==> src/rtl/sccg_pkg.sv <==
package sccg_pkg;

  typedef enum logic {
    ST_PARK = 1'b0,
    ST_RUN  = 1'b1
  } sccg_state_e;

  // Effective half-period length: zero is promoted to one.
  function automatic logic [31:0] eff_half(input logic [31:0] div);
    return (div == 32'd0) ? 32'd1 : div;
  endfunction

endpackage

==> src/rtl/sccg_divider.sv <==
module sccg_divider #(
  parameter int DIV_W = 8
) (
  input  logic             clk,
  input  logic             rst_n,
  input  logic             restart,
  input  logic             run,
  input  logic [DIV_W-1:0] divisor,
  output logic             half_done
);
  logic [DIV_W-1:0] cnt;
  logic [31:0]      eff_w;
  logic [31:0]      cnt_w;

  assign eff_w     = sccg_pkg::eff_half(32'(divisor));
  assign cnt_w     = 32'(cnt);
  // >= guards against a divisor lowered mid-phase
  assign half_done = run && ((cnt_w + 32'd1) >= eff_w);

  always_ff @(posedge clk or negedge rst_n) begin
    if (!rst_n) begin
      cnt <= '0;
    end else if (restart || half_done) begin
      cnt <= '0;
    end else if (run) begin
      cnt <= cnt + 1'b1;
    end
  end
endmodule

==> src/rtl/sccg_ctrl.sv <==
module sccg_ctrl (
  input  logic clk,
  input  logic rst_n,
  input  logic run_req,
  input  logic park_high,
  input  logic card_lvl,
  input  logic half_done,
  output logic start_ev,
  output logic force_low,
  output logic toggle,
  output logic running,
  output logic parked
);
  import sccg_pkg::*;

  sccg_state_e state, nxt;

  always_comb begin
    nxt       = state;
    start_ev  = 1'b0;
    force_low = 1'b0;
    toggle    = 1'b0;
    case (state)
      ST_PARK: begin
        if (run_req) begin
          start_ev  = 1'b1;
          force_low = card_lvl;
          nxt       = ST_RUN;
        end
      end
      ST_RUN: begin
        if (!run_req && (card_lvl == park_high)) begin
          nxt = ST_PARK;
        end else if (half_done) begin
          toggle = 1'b1;
          if (!run_req) nxt = ST_PARK;
        end
      end
      default: nxt = ST_PARK;
    endcase
  end

  always_ff @(posedge clk or negedge rst_n) begin
    if (!rst_n) state <= ST_PARK;
    else        state <= nxt;
  end

  assign running = (state == ST_RUN);
  assign parked  = (state == ST_PARK);
endmodule

==> src/rtl/sccg_out.sv <==
module sccg_out (
  input  logic clk,
  input  logic rst_n,
  input  logic toggle,
  input  logic force_low,
  output logic card_clk,
  output logic rise_stb,
  output logic fall_stb,
  output logic start_high_flag
);
  always_ff @(posedge clk or negedge rst_n) begin
    if (!rst_n) begin
      card_clk        <= 1'b0;
      rise_stb        <= 1'b0;
      fall_stb        <= 1'b0;
      start_high_flag <= 1'b0;
    end else begin
      if (force_low)   card_clk <= 1'b0;
      else if (toggle) card_clk <= ~card_clk;
      rise_stb        <= toggle && !force_low && !card_clk;
      fall_stb        <= force_low || (toggle && card_clk);
      start_high_flag <= force_low;
    end
  end
endmodule

==> src/rtl/sync_card_clk.sv <==
module sync_card_clk #(
  parameter int DIV_W = 8
) (
  input  logic             clk,
  input  logic             rst_n,
  input  logic [DIV_W-1:0] divisor,
  input  logic             clk_off,
  input  logic             park_high,
  input  logic             if_sel,
  output logic             card_clk,
  output logic             rise_stb,
  output logic             fall_stb,
  output logic             start_high_flag
);
  // named internal events
  logic run_req;
  logic half_done;
  logic ev_start;
  logic ev_force_low;
  logic ev_toggle;
  logic running;
  logic parked;

  assign run_req = if_sel && !clk_off;

  sccg_divider #(.DIV_W(DIV_W)) u_div (
    .clk       (clk),
    .rst_n     (rst_n),
    .restart   (ev_start),
    .run       (running),
    .divisor   (divisor),
    .half_done (half_done)
  );

  sccg_ctrl u_ctrl (
    .clk       (clk),
    .rst_n     (rst_n),
    .run_req   (run_req),
    .park_high (park_high),
    .card_lvl  (card_clk),
    .half_done (half_done),
    .start_ev  (ev_start),
    .force_low (ev_force_low),
    .toggle    (ev_toggle),
    .running   (running),
    .parked    (parked)
  );

  sccg_out u_out (
    .clk             (clk),
    .rst_n           (rst_n),
    .toggle          (ev_toggle),
    .force_low       (ev_force_low),
    .card_clk        (card_clk),
    .rise_stb        (rise_stb),
    .fall_stb        (fall_stb),
    .start_high_flag (start_high_flag)
  );
endmodule

==> config.mk <==
export PLATFORM = sky130hd
export DESIGN_NAME = sync_card_clk
export DESIGN_NICKNAME = d
export VERILOG_FILES = /design/src/rtl/sccg_pkg.sv /design/src/rtl/sccg_divider.sv /design/src/rtl/sccg_ctrl.sv /design/src/rtl/sccg_out.sv /design/src/rtl/sync_card_clk.sv
export SDC_FILE = /design/constraint.sdc
export NUM_CORES = 1
export LEC_CHECK = 0
export BUFFER_PORTS_ARGS = -buffer_cell sky130_fd_sc_hd__buf_2
export CELL_PAD_IN_SITES_DETAIL_PLACEMENT = 0
export CELL_PAD_IN_SITES_GLOBAL_PLACEMENT = 1
export CORE_MARGIN = 1.5
export CORE_UTILIZATION = 43
export DETAILED_ROUTE_END_ITERATION = 10
export PLACE_DENSITY_LB_ADDON = 0.25
export SLEW_MARGIN = 20
export SYNTH_ARGS = -nofsm -noshare
export SYNTH_HDL_FRONTEND = slang
export SYNTH_SLANG_ARGS = --single-unit
==> constraint.sdc <==
create_clock -name clk -period 4.8 [get_ports clk]
set_input_delay 0 -clock clk [delete_from_list [all_inputs] [get_ports clk]]
set_output_delay 0 -clock clk [all_outputs]
set_load 0.1 [all_outputs]
== Yosys cells after proc, flatten, opt, wreduce, memory -nomap -nowiden ==
Index checks and enable logic that the tools add are counted.

* Bitwise gates (word level): 2
* $mul: 0
* Multiplexer cells: 15
* Shift operators: 0
* Add/sub/neg operators: 2
* Magnitude comparators: 1
* Reduce and logical (&&, ||, !) cells: 15
* Equal/unequal tests: 1
* Div/mod/pow operators: 0

{| class="wikitable"
|+ Operator list
! kind !! number
|-
| $ge A32 B32 Y1 || 1
|-
| $mux W8 || 3
|-
| $mux W1 || 11
|-
| $add A8 B1 Y9 const B || 1
|-
| $add A8 B1 Y8 const B || 1
|-
| $logic_not A8 Y1 || 1
|-
| $logic_and A1 B1 Y1 || 6
|-
| $logic_not A1 Y1 || 4
|-
| $reduce_bool A2 Y1 || 2
|-
| $logic_or A1 B1 Y1 || 2
|-
| $not A1 Y1 || 2
|-
| $pmux W1 S2 || 1
|-
| $eq A1 B1 Y1 || 1
|}

* Latch bits: 0
* Bits in writable memories: 0
* Output and inout bits: 4
* Register bits after elaboration: 13
* Memories: 0
* Input port bits: 13
* Logic and storage cells: 42
* ROM bits: 0

== Logic depth before layout (Yosys ltp) ==
Gate-level depths: netlist of run 1.

* Depth in word-level cells: 9
* Mapped depth: 11
* Mapped depth without buffers: 11

== Modules after synthesis ==
A second synthesis of run 1 with hierarchy kept.

* Cell total of the unflattened synthesis: 105
* Area total of the unflattened synthesis: 1003.5 um^2

{| class="wikitable"
|+ Modules (own cells, without submodules)
! module !! sequential area each (um^2) !! cells each !! area each (um^2) !! times used
|-
| sccg_divider || 200.2 || 88 || 784.5 || 1
|-
| sccg_out || 100.1 || 8 || 128.9 || 1
|-
| sccg_ctrl || 25.0 || 8 || 76.3 || 1
|-
| sync_card_clk || 0.0 || 1 || 13.8 || 1
|}

== Worst setup path after synthesis of run 1 ==
No wires, ideal clock.

* Path kind: flip-flop to flip-flop
* From: reg u_div.cnt[0]
* To: reg u_out.fall_stb
* Setup time: 0.123 ns
* Required time: 4.677 ns
* Cell stages (with the launch flop): 12
* Period minus slack after synthesis: 2.593 ns
* Arrival time: 2.470 ns
* Buffers on the path: 0
* Setup slack: 2.207 ns
* Path through: dfrtp_1 > ha_1 > nand2_1 > or2_1 > and2_1 > or2_1 > ha_1 > nand4_1 > o22ai_2 > a2111oi_4 > nand3_1 > and3_1

* Cells in the longest elaborated chain, start to end: 8

{| class="wikitable"
|+ Ends and longest elaborated chain
! element !! line !! text
|-
| start, declared || sccg_divider.sv:11 || <nowiki>logic [DIV_W-1:0] cnt;</nowiki>
|-
| start signal, assigned || sccg_divider.sv:26 || <nowiki>cnt <= cnt + 1'b1;</nowiki>
|-
| $add A8 B1 Y9 || sccg_divider.sv:18 || <nowiki>assign half_done = run && ((cnt_w + 32'd1) >= eff_w);</nowiki>
|-
| $ge A32 B32 Y1 || sccg_divider.sv:18 ||
|-
| $logic_and A1 B1 Y1 || sccg_divider.sv:18 ||
|-
| $mux W1 || sccg_ctrl.sv:34 || <nowiki>end else if (half_done) begin</nowiki>
|-
| $mux W1 || sccg_ctrl.sv:32 || <nowiki>if (!run_req && (card_lvl == park_high)) begin</nowiki>
|-
| $mux W1 || sccg_ctrl.sv:23 || <nowiki>case (state)</nowiki>
|-
| $logic_and A1 B1 Y1 || sccg_out.sv:21 || <nowiki>fall_stb <= force_low || (toggle && card_clk);</nowiki>
|-
| $logic_or A1 B1 Y1 || sccg_out.sv:21 ||
|-
| end signal, assigned || sccg_out.sv:21 ||
|-
| end, declared || sccg_out.sv:8 || <nowiki>output logic fall_stb,</nowiki>
|}

Every way passes these cells.
A chain may end at the register's enable or synchronous reset.

== Worst setup path in the final report of run 1 ==
Same ends and word-level chain as after synthesis.

==> out/qor.yml, run 1 <==
overflow: 0
drtAntennaViolNets: 0
skew_ns: 0.000645
status: "complete, no violations"
synth_top_area_cell: "dfrtp_1"
yosysWarnings: 0
worstSetupPathType: "reg2reg"
fillers: 193
maxCapViolations: 0
core_um2: 1920
r2r_end: "u_out.fall_stb"
yosys.area.top_type_share_pct: 37.5
start_util_pct: 45.2
fmax_mhz: 352
syn_to_final_growth_pct: 17.3
worst_pin_slew_ns: 0.539
die_h_um: 47.9
port_buffers: 16
dp_slack_ns: 2.00
synth_cell_types: 29
fin_tns_setup_ns: 0
min_period_ns: 2.84
antenna_cells: 0
grt_pass1_vias: 620
grt_max_degree: 14
synthCells: 88
wl_met1_um: 852
fin_crit_sh_pct: 59.2
die_w_um: 47.9
drt_iter0_drc: 22
crit_path_end: "u_out.fall_stb"
crit_path_max_fanout: 6
pin_count: 17
cts.clk_slew.worst_paths_ns: 0.08
drv_slew: 0
wirelength_um: 1650
hold_start: "if_sel"
drive_gt1_share_pct: 22.0
viasPerCell: 5.20
numCtsBuffers: 3
reg2regPathDepth: 11
cts_max_path_buffers: 2
postCtsSetupBuffers: 0
cts_tree: "built"
routed.top_layer: "met4"
vias: 707
wl_met2_um: 703
row_count: 16
synth_area_leaders: "dfrtp_1 37%, ha_1 13%, a22o_1 5.0%"
hold_viol: 0
final_common_cell: "buf_2"
min_path_type: "in2reg"
final_nets: 132
ys_seq_elements: 13
drt_pass1_iterations: 4
ctsResizeCount: 0
rsz0062_at_grt: "false"
setup_viol: 0
ys_seq_area_share_pct: 37.5
cts_sinks: 13
grt_first_pass_wirelength_um: 2710
powerDensity_nw_per_um2: 393
dp_hpwl_um: 1290
place.gp.congestion: 0.819
cp.required_ns: 4.97
wl_met3_um: 67
endpoint_kind: "flop"
grt_usage_pct: 17.6
peakVddDrop_uv: 253
wire_per_inst_um: 12.1
syn_nets: 110
regToRegSetupSlack_ns: 1.96
route.detailed.drc: 0
leakage_uw: 0.000537
htree_levels: 1
arrival_ns: 3.01
cts-root-buf: "clkbuf_4"
syn-cell-area_um2: 868
postLayoutSetupSlackWorst_ns: 1.96
start_kind: "flop"
utilization_pct: 53.0
dieArea_um2: 2300
layout_common_cells: "16 x buf_2, 13 x dfrtp_1, 9 x inv_1, 9 x ha_1, 7 x nand2_1"
timing.rr.start: "u_div.cnt[0]"
antenna_found_initial: 0
relSlewSlack_pct: 63.9
insertion_delay_ns: 0.27
crit_start: "u_div.cnt[0]"
postSynthAreaPerCell_um2: 9.87
-- layer usage --
| metal | vias to the layer above | GRT usage [%] |
|---|---|---|
| li1 | 365 | - |
| met1 | 329 | 24.2 |
| met2 | 9 | 24.5 |
| met3 | 4 | 7.92 |
| met4 | 0 | 5.95 |
| met5 | - | 0 |
-- area by class of cell --
type | count | area, um2 | share of cell area (%)
inverter | 9 | 33.8 | 3.32
multi-input combinational | 66 | 509 | 50.0
sequential | 13 | 325 | 31.9
timing repair buffer | 17 | 90.1 | 8.85
clock buffer | 4 | 26.3 | 2.58
tap | 27 | 33.8 | 3.32
-- repair_timing --
| action | in CTS | in global routing |
|---|---|---|
| hold endpoints to repair | 13 | 0 |
| hold buffers | 1 | 0 |
| setup endpoints to repair | 0 | 0 |
-- how the worst min path moves through the flow --
stage	to	slack, ns	depth (start not counted)
global placement	u_div.cnt[7]	-0.11	1
global route	u_ctrl.running	0.05	3
finish	u_ctrl.running	0.03	3
CTS	u_ctrl.running	0.02	3
floorplan	u_ctrl.running	-0.30	0
detailed placement	u_div.cnt[7]	-0.10	1
-- cell usage after synthesis --
cell        n
nand4_1     4
a21o_1      1
nor2b_1     2
o21ai_0     1
nand3_1     4
nand2_1     7
or2_1       2
nand3b_1    1
o21ai_1     3
a2111oi_2   1
a41o_1      1
dfrtp_1    13
nor2_2      1
o211ai_1    2
xnor2_1     3
a22o_1      5
a2111oi_4   1
nor4_1      1
nand2b_1    1
inv_1       9
o2111ai_1   1
and3_4      1
and3_1      3
xor2_1      3
o22ai_2     1
ha_1        9
and2_1      1
nor2_1      4
a21oi_1     2
-- report_power, final --
group | switching [uW] | internal, uW | total [uW]
combinational | 109 | 63.6 | 173
clock | 34.6 | 32.2 | 66.8
sequential | 29.7 | 131 | 161
total | 174 | 227 | 400
-- through the flow --
stage / total power [uW] / cells / instance area, um2 / hold slack [ns]
5_1_grt: 432 / 136 / 1020 / 0.0482
3_5_place_dp: 332 / 131 / 982 / -0.103
2_1_floorplan: 290 / 88 / 868 / -0.296
6_report: 400 / 136 / 1020 / 0.0275
3_3_place_gp: 333 / 131 / 982 / -0.107
4_1_cts: 403 / 136 / 1020 / 0.0176
-- flip-flops by register name, summed over array words and instances (netlist names) --
register and flops:
u_ctrl.running 1, u_out.start_high_flag 1, u_div.cnt 8, u_out.fall_stb 1, u_out.card_clk 1, u_out.rise_stb 1
-- critical path, stage by stage (launching register included) --
cell and delay, ns:
dfrtp_1 0.43, ha_1 0.25, nand2_1 0.06, or2_1 0.22, and2_1 0.17, or2_1 0.23, ha_1 0.30, nand4_1 0.11
o22ai_2 0.09, a2111oi_4 0.42, nand3_1 0.23, and3_1 0.22
-- cell families after synthesis --
group / count (synthesis) / synth area share (%)
AND/OR/NAND/NOR: 32 / 20.0
flip-flops: 13 / 37.5
buffers and inverters: 9 / 3.89
AO/OA/AOI/OAI: 19 / 19.6
XOR/XNOR: 6 / 6.05
adder cells (fa/ha/maj): 9 / 13.0
(Power assumes the default switching activity.)
==> inputs of run 2 (changes only) <==
ABC_AREA = 1   (was not set)
CORE_UTILIZATION = 35   (was 43)
clock period = 2.55 ns   (was 4.8 ns; I/O delays follow)
==> out/qor.yml, run 2 <==
maxCapViolations: 0  # unchanged
grt_pass1_vias: 711  # was 620
syn_nets: 142  # was 110
synth_most_common_cell: "nand2_1"  # was dfrtp_1
ys_seq_elements: 13  # unchanged
rsz0062_at_grt: "false"  # unchanged
min_path_type: "in2reg"  # unchanged
vias: 764  # was 707
path_cells: "ha_1, nand3_1, xor2_1, inv_1, ha_1, nand2_1, nor2_1, and2_4, nor2_2, nand3_2, nor2_4, nand2_1, nand2_1"  # was ha_1, nand2_1, or2_1, and2_1, or2_1, ha_1, nand4_1, o22ai_2, a2111oi_4, nand3_1, and3_1
synthCells: 120  # was 88
dp_hpwl_um: 1430  # was 1290 um
postLayoutSetupSlackWorst_ns: 0.365  # was 1.96 ns
place.gp.congestion: 0.808  # was 0.819
wirelength_um: 1710  # was 1650 um
antenna_cells: 0  # unchanged
pin_count: 17  # unchanged
worst_pin_slew_ns: 0.476  # was 0.539 ns
powerDensity_nw_per_um2: 580  # was 393 nW/um2
fmax_mhz: 458  # was 352 MHz
synth_top_area_cell: "dfrtp_1"  # unchanged
die_w_um: 54.0  # was 47.9 um
ys_seq_area_share_pct: 35.8  # was 37.5%
start_util_pct: 36.7  # was 45.2%
syn_to_final_growth_pct: 18.0  # was 17.3%
async_reset_ff_share_pct: 100  # unchanged
grt_usage_pct: 14.6  # was 17.6%
grt_first_pass_wirelength_um: 3060  # was 2710 um
synth_ff_type: "dfrtp_1"  # unchanged
postSynthAreaPerCell_um2: 7.58  # was 9.87 um2
cts.clk_slew.worst_paths_ns: 0.08  # about the same
antenna_found_initial: 0  # unchanged
relSlewSlack_pct: 68.1  # was 63.9%
crit_path_max_fanout: 7  # was 6
cts_tree: "built"  # unchanged
peakVddDrop_uv: 455  # was 253 uV
drive_gt1_share_pct: 21.8  # was 22.0%
fin_tns_setup_ns: 0  # unchanged
start_kind: "flop"  # unchanged
die_h_um: 54.0  # was 47.9 um
cp_slowest_stage_delay_ns: 0.44  # was 0.43 ns
endpoint_kind: "flop"  # unchanged
synth_cell_types: 21  # was 29
status: "complete, no violations"  # unchanged
cts_sinks: 13  # unchanged
yosys.area.top_type_share_pct: 35.8  # was 37.5%
min_period_ns: 2.19  # was 2.84 ns
top_register: "u_div.cnt"  # unchanged
skew_ns: 0.00939  # was 0.000645 ns
path_buf_inv: 1  # was 0
route.detailed.drc: 0  # unchanged
wire_per_inst_um: 9.91  # was 12.1 um
cp.required_ns: 2.76  # was 4.97 ns
viasPerCell: 4.44  # was 5.20
core_um2: 2480  # was 1920 um2
numCtsBuffers: 3  # unchanged
final_nets: 165  # was 132
fin_cells: 172  # was 136
fin_crit_sh_pct: 85.7  # was 59.2%
cts-root-buf: "clkbuf_4"  # unchanged
synth_common_cells: "40 x nand2_1, 20 x inv_1, 13 x dfrtp_1"  # was 13 x dfrtp_1, 9 x ha_1, 9 x inv_1
drv_slew: 0  # unchanged
dp.cells: 166  # was 131
insertion_delay_ns: 0.27  # about the same
syn-cell-area_um2: 910  # was 868 um2
overflow: 0  # unchanged
dp_slack_ns: 0.366  # was 2.00 ns
final_common_cell: "nand2_1"  # was buf_2
leakage_uw: 0.000664  # was 0.000537 uW
cpMaxStageDelayCell: "dfrtp_1"  # unchanged
layout_common_cells: "40 x nand2_1, 20 x inv_1, 16 x buf_2"  # was 16 x buf_2, 13 x dfrtp_1, 9 x inv_1, 9 x ha_1, 7 x nand2_1
arrival_ns: 2.39  # was 3.01 ns
drt_pass1_iterations: 4  # unchanged
port_buffers: 16  # unchanged
setup_viol: 0  # unchanged
worstSetupPathType: "reg2reg"  # unchanged
row_count: 18  # was 16
hold_viol: 0  # unchanged
synth_edf_count: 0  # unchanged
ctsResizeCount: 0  # unchanged
cts_max_path_buffers: 2  # unchanged
grt_max_degree: 14  # unchanged
drt_iter0_drc: 10  # was 22
finalPower_uw: 623  # was 400 uW
htree_levels: 1  # unchanged
crit_path_frequent_cell: "nand2_1"
yosysWarnings: 0  # unchanged
synth_area_leaders: "dfrtp_1 36%, nand2_1 17%, ha_1 12%"  # was dfrtp_1 37%, ha_1 13%, a22o_1 5.0%
dieArea_um2: 2910  # was 2300 um2
largest_register_ffs: 8  # unchanged
drtAntennaViolNets: 0  # unchanged
cp_top_family: "simple AND/OR/NAND/NOR gates"  # unchanged
run 2: changes by cell type in the layout (fill, tap and decap cells not counted), sizes merged, moves of 3 or more:
cell	previous run	this run
inv	9	20
nand3	4	7
nor2	5	11
nand2	7	42
o21ai	4	1
a22o	5	0
xor2	3	6
and3	4	0
run 2: area by class of cell:
| cell class | count | area, um2 |
|---|---|---|
| repair buffers | 18 | 100 |
| clock buffers | 4 | 26.3 |
| flip-flops and latches | 13 | 325 |
| multi-input cells | 87 | 509 |
| well taps | 30 | 37.5 |
| fillers | 270 | 1400 |
| inverters | 20 | 75.1 |
run 2: kinds of logic (layout without fill, tap and decap cells):
logic type / after synthesis / after routing / share of synthesized area [%]
simple gates: 65 / 65 / 32.6
buf+inv: 20 / 42 / 8.25
xor+xnor: 7 / 7 / 6.74
compound gates: 6 / 6 / 4.26
flops: 13 / 13 / 35.8
fa+ha+maj: 9 / 9 / 12.4
run 2: worst paths after layout:
check / from / end / slack, ns / cells past startpoint
max: u_div.cnt[0] / u_div.cnt[3] / 0.36 / 13
min: if_sel / u_ctrl.running / 0.004 / 3
max reg2reg: u_div.cnt[0] / u_div.cnt[3] / 0.36 / 13
min reg2reg: u_div.cnt[7] / u_div.cnt[7] / 0.54 / 2
max in group asynchronous: rst_n / u_div.cnt[4] / 2.19 / 2
min in group asynchronous: rst_n / u_out.card_clk / 0.13 / 2
run 2: tightest hold or removal path, delay by kind of cell:
kind,cells,cell delay [ns]
AO/OA/AOI/OAI,1,0.08
buffers and inverters,2,0.16
run 2: where the power goes:
group / leakage, uW / internal [uW] / switching, uW
logic: 0.000473 / 86.9 / 143
registers: 0.000176 / 233 / 36.4
clock network: 0.0000150 / 60.6 / 62.9
run 2: per-stage QoR:
stage               area (um2)  utilization (%)  hold WS, ns
global route              1070             43.3       0.0249
floorplan                  910                -       -0.296
detailed placement        1030             41.5      -0.0981
CTS                       1070             43.3     0.000747
finish                    1070             43.3      0.00365
global placement          1030             41.5       -0.102
run 2: metal layers:
metal / up-vias / track usage, % / wire length (um)
li1: 415 / - / -
met1: 340 / 20.6 / 861
met2: 9 / 22.4 / 767
met3: 0 / 5.00 / 76
met4: 0 / 1.25 / 0
met5: - / 0 / 0
run 2: what timing repair did:
item / CTS / global route
endpoints found under the hold margin: 14 / 0
hold buffers: 2 / 0
buffers inserted: 0 / 0
